## config.mk

```make
export PLATFORM = sky130hd
export DESIGN_NAME = ipc_mailbox
export DESIGN_NICKNAME = d
export VERILOG_FILES = /design/src/rtl/ipc_mailbox.sv
export SDC_FILE = /design/constraint.sdc
export NUM_CORES = 1
export LEC_CHECK = 0
export ABC_AREA = 1
export BUFFER_PORTS_ARGS = -buffer_cell sky130_fd_sc_hd__buf_2
export CORE_MARGIN = 10
export CORE_UTILIZATION = 25
export CTS_CLUSTER_SIZE = 8
export DETAILED_ROUTE_END_ITERATION = 10
export HOLD_SLACK_MARGIN = 0.05
export PLACE_DENSITY = 0.37
export SKIP_CTS_REPAIR_TIMING = 1
export SYNTH_ARGS = -nofsm -noshare
export SYNTH_HDL_FRONTEND = slang
export SYNTH_SLANG_ARGS = --single-unit
```

## constraint.sdc

```tcl
create_clock -name clk -period 4.9 [get_ports clk]
set_input_delay 0.49 -clock clk [delete_from_list [all_inputs] [get_ports clk]]
set_output_delay 0.49 -clock clk [all_outputs]
set_load 0.01 [all_outputs]
```

## src/rtl/ipc_mailbox.sv

```systemverilog
module ipc_mailbox #(
  parameter int NMB = 4,
  parameter int NCH = 2,
  parameter int DW  = 32,
  localparam int MBW = $clog2(NMB),
  localparam int AW  = MBW + 3
) (
  input  logic           clk,
  input  logic           rst_n,
  input  logic           bus_wr,
  input  logic [NCH-1:0] bus_id,
  input  logic [AW-1:0]  bus_addr,
  input  logic [DW-1:0]  bus_wdata,
  output logic [DW-1:0]  bus_rdata,
  output logic [NCH-1:0] irq
);

  localparam logic [2:0] R_OWN = 3'd0, R_DST = 3'd1, R_MSK = 3'd2,
                         R_MOD = 3'd3, R_SND = 3'd4, R_DAT = 3'd5, R_RAW = 3'd6;

  logic [NCH-1:0] own_q [NMB];
  logic [NCH-1:0] dst_q [NMB];
  logic [NCH-1:0] msk_q [NMB];
  logic [1:0]     mode_q[NMB];
  logic [1:0]     snd_q [NMB];
  logic [DW-1:0]  dat_q [NMB];

  logic [MBW-1:0] mb;
  logic [2:0]     rg;
  assign mb = bus_addr[AW-1:3];
  assign rg = bus_addr[2:0];

  logic [NMB:0]   fwd;
  logic [NMB-1:0] link;
  logic [NCH-1:0][NMB-1:0] raw;
  logic [NCH-1:0][NMB-1:0] pend;

  assign fwd[0] = 1'b0;

  for (genvar m = 0; m < NMB; m++) begin : g_mb
    logic hit, free, is_own, claim, rel, cfg_ok, snd_ok;
    logic [1:0] snd_nxt;

    assign hit     = bus_wr && (mb == MBW'(m));
    assign free    = (own_q[m] == '0);
    assign is_own  = !free && (own_q[m] == bus_id);
    assign claim   = hit && rg == R_OWN && free && (|bus_id) &&
                     (bus_wdata == DW'(bus_id));
    assign rel     = hit && rg == R_OWN && is_own && (bus_wdata == '0);
    assign cfg_ok  = hit && is_own;
    assign snd_ok  = hit && rg == R_SND && !free &&
                     (is_own || (|(dst_q[m] & bus_id)));
    assign snd_nxt = snd_ok ? bus_wdata[1:0] : snd_q[m];
    assign link[m] = mode_q[m][1] && (m != NMB - 1);
    assign fwd[m+1] = link[m] && !snd_q[m][1] && snd_nxt[1];

    always_ff @(posedge clk) begin
      if (!rst_n) begin
        own_q[m]  <= '0;
        dst_q[m]  <= '0;
        msk_q[m]  <= '0;
        mode_q[m] <= '0;
        snd_q[m]  <= '0;
        dat_q[m]  <= '0;
      end else if (rel) begin
        own_q[m]  <= '0;
        dst_q[m]  <= '0;
        msk_q[m]  <= '0;
        mode_q[m] <= '0;
        snd_q[m]  <= '0;
      end else begin
        if (claim) own_q[m] <= bus_id;
        if (cfg_ok && rg == R_DST) dst_q[m]  <= bus_wdata[NCH-1:0];
        if (cfg_ok && rg == R_MSK) msk_q[m]  <= bus_wdata[NCH-1:0];
        if (cfg_ok && rg == R_MOD) mode_q[m] <= bus_wdata[1:0];
        if (cfg_ok && rg == R_DAT) dat_q[m]  <= bus_wdata;
        snd_q[m] <= fwd[m] ? 2'b01 : snd_nxt;
      end
    end

    for (genvar c = 0; c < NCH; c++) begin : g_ch
      assign raw[c][m]  = (snd_q[m][0] && dst_q[m][c]) ||
                          (snd_q[m][1] && own_q[m][c] && !link[m]);
      assign pend[c][m] = raw[c][m] && msk_q[m][c];
    end


    owner_onehot_chk: assert property (@(posedge clk) disable iff (!rst_n)
      $onehot0(own_q[m]));


    release_clear_chk: assert property (@(posedge clk) disable iff (!rst_n)
      (bus_wr && mb == MBW'(m) && rg == R_OWN && own_q[m] != '0 &&
       own_q[m] == bus_id && bus_wdata == '0)
      |=> (own_q[m] == '0 && dst_q[m] == '0 && msk_q[m] == '0 &&
           mode_q[m] == '0 && snd_q[m] == '0 && $stable(dat_q[m])));


    foreign_data_chk: assert property (@(posedge clk) disable iff (!rst_n)
      (bus_wr && mb == MBW'(m) && rg == R_DAT &&
       (own_q[m] == '0 || own_q[m] != bus_id))
      |=> $stable(dat_q[m]));

    if (m < NMB - 1) begin : g_fwd_chk

      chain_forward_chk: assert property (@(posedge clk) disable iff (!rst_n)
        (mode_q[m][1] && $rose(snd_q[m][1])) |-> (snd_q[m+1] == 2'b01));
    end
  end

  for (genvar c = 0; c < NCH; c++) begin : g_irq
    assign irq[c] = |pend[c];
  end

  logic [NMB-1:0] raw_sel;
  always_comb begin
    raw_sel = '0;
    for (int c = 0; c < NCH; c++)
      if (bus_id[c]) raw_sel = raw_sel | raw[c];
  end

  always_comb begin
    case (rg)
      R_OWN:   bus_rdata = DW'(own_q[mb]);
      R_DST:   bus_rdata = DW'(dst_q[mb]);
      R_MSK:   bus_rdata = DW'(msk_q[mb]);
      R_MOD:   bus_rdata = DW'(mode_q[mb]);
      R_SND:   bus_rdata = DW'(snd_q[mb]);
      R_DAT:   bus_rdata = dat_q[mb];
      R_RAW:   bus_rdata = DW'(raw_sel);
      default: bus_rdata = '0;
    endcase
  end


  irq_source_chk: assert property (@(posedge clk) disable iff (!rst_n)
    irq[0] |-> (raw[0] != '0));

endmodule

```

Yosys cells after proc, flatten, opt, wreduce, memory -nomap -nowiden. Memories as Yosys holds them, arrays and structs flattened. Cells that the tools add are included.

Bits in registers: 0. Bits in writable memories: 168. Input port bits: 42. Output and inout bits: 34. Logic and storage cells: 364. Memories kept: 6.

Equal/unequal tests: 14. Muxes and demuxes: 159. Bitwise gates (word level): 49. Reductions and logical operators: 136.

Memories: dat_q (depth 4, width 32, rd ports 1, clocked after memory_dff 0, write ports 4, RTL line 26) `logic [DW-1:0] dat_q [NMB];`; dst_q (depth 4, width 2, rd ports 5, clocked after memory_dff 0, write ports 4, RTL line 22) `logic [NCH-1:0] dst_q [NMB];`; mode_q (depth 4, width 2, rd ports 4, clocked after memory_dff 0, write ports 4, RTL line 24) `logic [1:0] mode_q[NMB];`; msk_q (depth 4, width 2, rd ports 5, clocked after memory_dff 0, write ports 4, RTL line 23) `logic [NCH-1:0] msk_q [NMB];`; own_q (depth 4, width 2, rd ports 5, clocked after memory_dff 0, write ports 4, RTL line 21) `logic [NCH-1:0] own_q [NMB];`; snd_q (depth 4, width 2, rd ports 5, clocked after memory_dff 0, write ports 4, RTL line 25) `logic [1:0] snd_q [NMB];`.

Operator list (number): 32-bit one-hot mux with 7 select lines (1); 32-bit 2-to-1 mux (4); 1-bit 2-to-1 mux (105); 1-bit logical AND (100); 2-bit 2-to-1 mux (47); 1-bit OR (44); 32-bit by 2-bit == test with 1-bit output (1); 32-bit logical NOT (1); 1-bit logical OR (12); 1-bit logical NOT (10); 2-bit logical NOT (5); 2-bit OR reduction (5); 3-bit == test (second input constant) (3); 2-bit bitwise AND (4); 2-bit == test (4); 4-bit 2-to-1 mux (2); 4-bit OR reduction (2); 3-bit by 2-bit == test with 1-bit output (second input constant) (2); 2-bit == test (second input constant) (2); 4-bit OR (1); 3-bit by 1-bit == test with 1-bit output (second input constant) (1); 3-bit logical NOT (1); 2-bit by 1-bit == test with 1-bit output (second input constant) (1).

Depth between registers and ports, before layout. Gate-level depths: netlist (run 1).

Depth after elaboration: 11. Mapped depth: 11. Depth with buffers taken out: 10.

Worst setup path before layout (run 1). Ideal clock, no wire load.

Path kind: input -> register. Start point: input bus_addr[2]. End point: memory dat_q[1][0] (enable). Arrival time: 3.485 ns. Required time: 4.434 ns. Setup slack: 0.950 ns. Cell stages on the path: 6. Cells stage by stage: buf_4 -> inv_2 -> nor3_4 -> inv_2 -> buf_2 -> o21ai_0.

RTL lines: start: declaration (RTL line 12) `input logic [AW-1:0] bus_addr,`; end: declaration (RTL line 26).

Final worst setup path (run 1).
Start point: input bus_addr[3]. End point: output bus_rdata[3].

Cells in the longest elaborated chain, start to end: 2.

Ends and longest elaborated chain: memory 4 x 32 bit; 32-bit one-hot mux with 7 select lines (RTL line 123) `case (rg)`; end: declaration (RTL line 14) `output logic [DW-1:0] bus_rdata,`.

Every way passes these cells.

==> flow_summary.yaml, run 1 <==
synthesis:
  synth_common_cells: "198 x nand2_1, 172 x nor2_1, 168 x edfxtp_1"
  syn-cell-area_mm2: 0.00839
  synth_cell_types: 31
  syn-instance-count: 884
  ys.flop_type: "edfxtp_1"
  synthTopCellsByArea: "edfxtp_1 60%, nand2_1 8.9%, nor2_1 7.7%, inv_1 3.7%, a22oi_1 3.5%"
  synth.most_common_cell: "nand2_1"
  ys_seq_elements: 168
  synth_edf_count: 168
  synth_top_area_share_pct: 60.1
  syn_area_per_cell_um2: 9.49
  synth-async-reset-ratio_pct: 0
  seq_area_frac_synth_pct: 60.1
  ys_warn_count: 0
  synth_largest_area_cell: "edfxtp_1"
worst_setup_path:
  timing.rr.end: "dat_q[0][26]"
  reg2reg_from: "own_q[0][1]"
  crit_type: "in -> out"
  crit_arrival_ns: 2.56
  crit_start: "bus_addr[3]"
  worstRegToRegCells: 7
  crit_fanout: 22
  rrSetupSlack_ns: 2.50
  endpoint_kind: "output pin"
  critPathRequiredTime_ns: 4.41
  startpoint_type: "input pin"
global_routing:
  grt_max_degree: 39
  grt_use_total_pct: 13.3
  grt_overflow: 0
  antenna_found_initial: 0
  grt_pass1_wl_um: 41200
  grt_pass1_vias: 6613
clock_network:
  cts.sinks: 168
  clk_path_buf_depth: 2
  h-tree-depth: 4
  clk_pin_slew_ns: 0.07
  clock-root-buffer: "clkbuf_16"
  cts_buffers: 17
  clkLatencyLatePin_ns: 0.43
  cts_tree: "built"
detailed_routing:
  wl_per_cell_um: 19.3
  via_per_inst: 4.54
  drc: 0
  drtPass1Iterations: 5
  drt_iter0_drc: 421
  vias: 6393
  antenna_left: 0
  drt_wl_total_um: 27200
min_path:
  hp-class: "in -> reg"
  hp-start: "bus_wdata[13]"
  worstHoldEndpoint: "dat_q[1][13]"
  holdPathStages: 3
die:
  die_w_um: 203
  core-area_mm2: 0.0334
  die-area_mm2: 0.0413
  initial_core_util_pct: 25.2
  rows: 67
  pin_count: 76
  die-height_um: 203
final_layout:
  fillCellCount: 3595
  fin_nets: 989
  layout.cells.non_filler: 1408
  drive_above_1_share_pct: 16.4
  area_delta_synth_final_pct: 16.1
  antenna_cells: 0
sta:
  finalSetupTns_ns: 0
  post-route-min-period_ns: 3.05
  rsz0062_at_grt: "false"
  final-max-slew-violation-count: 0
  max_clock_freq_ghz: 0.328
  maxSlewHeadroom_pct: 15.1
  hold_viol: 0
  setup_viol: 0
  worst_pin_slew_ns: 1.26
  fin_worst_skew_ns: 0.0105
  finalCritPeriodShare_pct: 62.3
power_and_ir_drop:
  p_total_mw: 3.24
  power_density_mw_per_mm2: 333
  power.leakage_nw: 3.80
  irDropWorstVdd_mv: 0.236
placed_design:
  dpl.cell_count: 1376
  gp_congestion: 0.869
  dp_hpwl_um: 17700
  io_buffers: 75
flow_run:
  cap_violations: 0
run_status:
  status: "finished, final reports clean"
[state kept, by name (all words and copies together) (netlist names)]
signal	cells
snd_q	8
dat_q	128
own_q	8
mode_q	8
msk_q	8
dst_q	8
[how the worst max path moves through the flow]
stage / endpoint / slack, ns / cells past startpoint
finish: bus_rdata[3] / 1.85 / 7
floorplan: dat_q[1][0] / 0.95 / 6
global route: bus_rdata[3] / 1.65 / 7
detailed placement: dat_q[0][24] / 1.73 / 7
global placement: dat_q[0][17] / 1.76 / 7
CTS: bus_rdata[1] / 1.85 / 10
[stage by stage]
| stage | util (%) | hold slack, ns | cell area, um2 | setup WS (ns) |
|---|---|---|---|---|
| after floorplan | - | 0.684 | 8400 | 0.950 |
| after global placement | 27.4 | 0.766 | 9160 | 1.76 |
| after detailed placement | 27.4 | 0.763 | 9160 | 1.73 |
| after CTS | 29.2 | 0.417 | 9740 | 1.85 |
| after global routing | 29.2 | 0.429 | 9740 | 1.65 |
| final | 29.2 | 0.428 | 9740 | 1.85 |
[cell type report]
type	count	area, um2	share of cell area, %
clock buffer	17	425	4.37
clock inverter	15	158	1.62
inverter	91	342	3.51
multi-input combinational	587	2780	28.6
sequential	168	5040	51.8
tap	448	561	5.76
timing repair buffer	82	428	4.39
[worst max-delay path, cell delays in order]
cell and delay [ns]:
buf_2 0.15, nand2_2 0.18, clkinv_1 0.71, a22oi_1 0.39
a21oi_1 0.10, or2_2 0.37, buf_2 0.15
[kinds of logic after synthesis]
| family | Yosys count | synth area share, % |
|---|---|---|
| other | 1 | 0.0447 |
| and+or+nand+nor | 469 | 23.7 |
| AOI/OAI and AO/OA | 113 | 8.71 |
| buffers and inverters | 131 | 7.20 |
| DFF | 168 | 60.1 |
| xor gates and xnor gates | 2 | 0.209 |
[power by group]
| part | internal, mW | switching [mW] | leakage, nW | total (mW) |
|---|---|---|---|---|
| Clock | 0.682 | 0.656 | 0.280 | 1.34 |
| Combinational | 0.0633 | 0.197 | 1.79 | 0.260 |
| Sequential | 1.63 | 0.0174 | 1.73 | 1.64 |
| Total | 2.37 | 0.870 | 3.80 | 3.24 |
[layer usage]
| metal | vias up | track usage (%) | routed length (um) |
|---|---|---|---|
| li1 | 3131 | - | - |
| met1 | 3092 | 17.1 | 12700 |
| met2 | 140 | 21.8 | 13000 |
| met3 | 30 | 2.48 | 924 |
| met4 | 0 | 4.93 | 623 |
| met5 | - | 0 | 0 |
[cell usage in the layout (no fill, tap or decap), types with 9 or more instances in the layout]
cell	n
a22oi_1	39
inv_1	82
nor2_2	15
nand3_1	24
a31oi_1	28
o22ai_1	20
clkbuf_16	17
edfxtp_1	168
nor3_1	37
a21oi_1	11
nand2_2	9
nor2_1	171
buf_2	75
nand2_1	195
o21ai_0	11
No activity file was read; power rests on OpenSTA's default activity.
==> run 2: changes to the inputs <==
- PLACE_DENSITY: 0.37 -> 0.39
- clock period: 4.9 -> 2.5 ns (I/O delays scaled with it)
==> run 2 against run 1 <==
Compared with the run above:
- cell area grew 4.0%
- combinational power grew 120%
- sequential share of layout area shrank 2.0 points
- clock skew shrank 0.0010 ns
- hold slack lost 0.24 ns
- register-to-register slack lost 2.0 ns
- final cell count grew 2.6%
- worst setup slack lost 1.6 ns
- global-route usage grew 0.36 points
- largest power group unchanged
==> flow_summary.yaml, run 2 (synthesis results as in run 1) <==
placed_design:
  pre_cts_slack_ns: 0.239
  io_buffers: 75
  dp_hpwl_um: 19400
  gp_congestion: 0.900
sta:
  finalSetupTns_ns: 0
  hold_viol: 0
  setup_viol: 0
  final-max-slew-violation-count: 0
  max_clock_freq_ghz: 0.437
  maxSlewHeadroom_pct: 61.7
  finalCritPeriodShare_pct: 91.4
  fin_worst_skew_ns: 0.00945
  holdWs_ns: 0.186
  post-route-min-period_ns: 2.29
  worst_slack_ns: 0.214
  rsz0062_at_grt: "false"
  worst_pin_slew_ns: 0.575
final_layout:
  largest_reg_flops: 128
  fin_nets: 1026
  area_delta_synth_final_pct: 20.7
  drive_above_1_share_pct: 19.3
  regMostFlops: "dat_q"
  antenna_cells: 0
  final_cell_mix: "195 x nand2_1, 171 x nor2_1, 168 x edfxtp_1"
  fillCellCount: 3617
  layout_commonest_cell: "nand2_1"
power_and_ir_drop:
  p_seq_share_pct: 49.3
  clkPwrFrac_pct: 42.0
  internal_power_mw: 4.86
  p_switching_mw: 1.67
  irDropWorstVdd_mv: 0.420
  power.share.switching_pct: 25.6
  pwr-share-comb_pct: 8.6
  power.leakage_nw: 4.03
  power_density_mw_per_mm2: 644
worst_setup_path:
  rrSetupSlack_ns: 0.48
  reg2reg_from: "own_q[0][1]"
  critPathRequiredTime_ns: 2.25
  crit_path_end: "bus_rdata[0]"
  crit_start: "bus_addr[3]"
  worstRegToRegCells: 9
  crit_type: "in -> out"
  crit_fanout: 12
  timing.rr.end: "dat_q[0][18]"
  crit_arrival_ns: 2.04
  endpoint_kind: "output pin"
  startpoint_type: "input pin"
clock_network:
  clkLatencyLatePin_ns: 0.43
  clk_pin_slew_ns: 0.07
  cts_tree: "built"
  cts.sinks: 168
  h-tree-depth: 4
  clk_path_buf_depth: 2
  cts_buffers: 17
  clock-root-buffer: "clkbuf_16"
detailed_routing:
  vias: 6588
  drt_iter0_drc: 408
  drtPass1Iterations: 5
  antenna_left: 0
  wl_per_cell_um: 19.3
  drc: 0
  drt_wl_total_um: 27800
  via_per_inst: 4.56
global_routing:
  grt_pass1_wl_um: 42500
  grt_pass1_vias: 6950
  grt_max_degree: 38
  grt_overflow: 0
  antenna_found_initial: 0
  grt_use_total_pct: 13.6
min_path:
  hp-start: "bus_wdata[12]"
  hp-class: "in -> reg"
flow_run:
  cap_violations: 0
die:
  die-area_mm2: 0.0413
  rows: 67
  die_w_um: 203
  core-area_mm2: 0.0334
  die-height_um: 203
  initial_core_util_pct: 25.2
  pin_count: 76
run_status:
  status: "finished, final reports clean"
run 2: cell count changes in the layout (fill, tap and decap cells not counted), sizes merged:
cell / before / now
buf: 82 / 119
bufinv: 0 / 2
clkbuf: 17 / 18
clkinv: 9 / 6
clkinvlp: 2 / 3
inv: 95 / 94
run 2: worst min path at each step:
| stage | end | cells past startpoint | slack [ns] |
|---|---|---|---|
| 3_3_place_gp | dat_q[3][9] | 3 | 0.63 |
| 2_1_floorplan | dat_q[2][15] | 2 | 0.49 |
| 6_report | dat_q[3][12] | 3 | 0.19 |
| 3_5_place_dp | dat_q[2][20] | 3 | 0.63 |
| 4_1_cts | dat_q[1][11] | 3 | 0.17 |
| 5_1_grt | dat_q[3][12] | 3 | 0.18 |
run 2: per-stage QoR:
stage / instance area, um2 / cells / total power, mW / util (%)
2_1_floorplan: 8400 / 886 / 3.57 / -
3_3_place_gp: 9530 / 1413 / 3.86 / 28.6
5_1_grt: 10100 / 1445 / 6.76 / 30.4
4_1_cts: 10100 / 1445 / 6.60 / 30.4
3_5_place_dp: 9530 / 1413 / 3.85 / 28.6
6_report: 10100 / 1445 / 6.53 / 30.4
run 2: layer usage:
metal  global-route usage, %  wire (um)  up-vias
met3                    2.82       1190       19
met5                       0          0        -
met1                    18.2      13300     3222
li1                        -          -     3203
met4                    3.28        339        0
met2                    22.1      13000      144
run 2: worst max-delay path: stages:
cell and delay (ns):
buf_2 0.15, nand2_2 0.18, clkinv_1 0.45, a22oi_1 0.35, nand2_1 0.15, nand2_1 0.09
nand2_1 0.07, nor2_1 0.08, nand2_1 0.10, buf_2 0.15
run 2: layout make-up:
type	count	area, um2	area share, %
Clock buffer	18	429	4.24
Sequential cell	168	5040	49.8
Inverter	91	342	3.37
Timing Repair Buffer	119	806	7.95
Clock inverter	14	168	1.65
Multi-Input combinational cell	587	2780	27.5
Tap cell	448	561	5.53
run 2: power by group through the flow:
stage / Clock (mW) / Sequential [mW] / Combinational, mW
2_1_floorplan: 0 / 3.27 / 0.302
3_3_place_gp: 0 / 3.28 / 0.573
3_5_place_dp: 0 / 3.28 / 0.570
4_1_cts: 2.81 / 3.22 / 0.572
5_1_grt: 2.91 / 3.23 / 0.622
6_report: 2.74 / 3.22 / 0.564
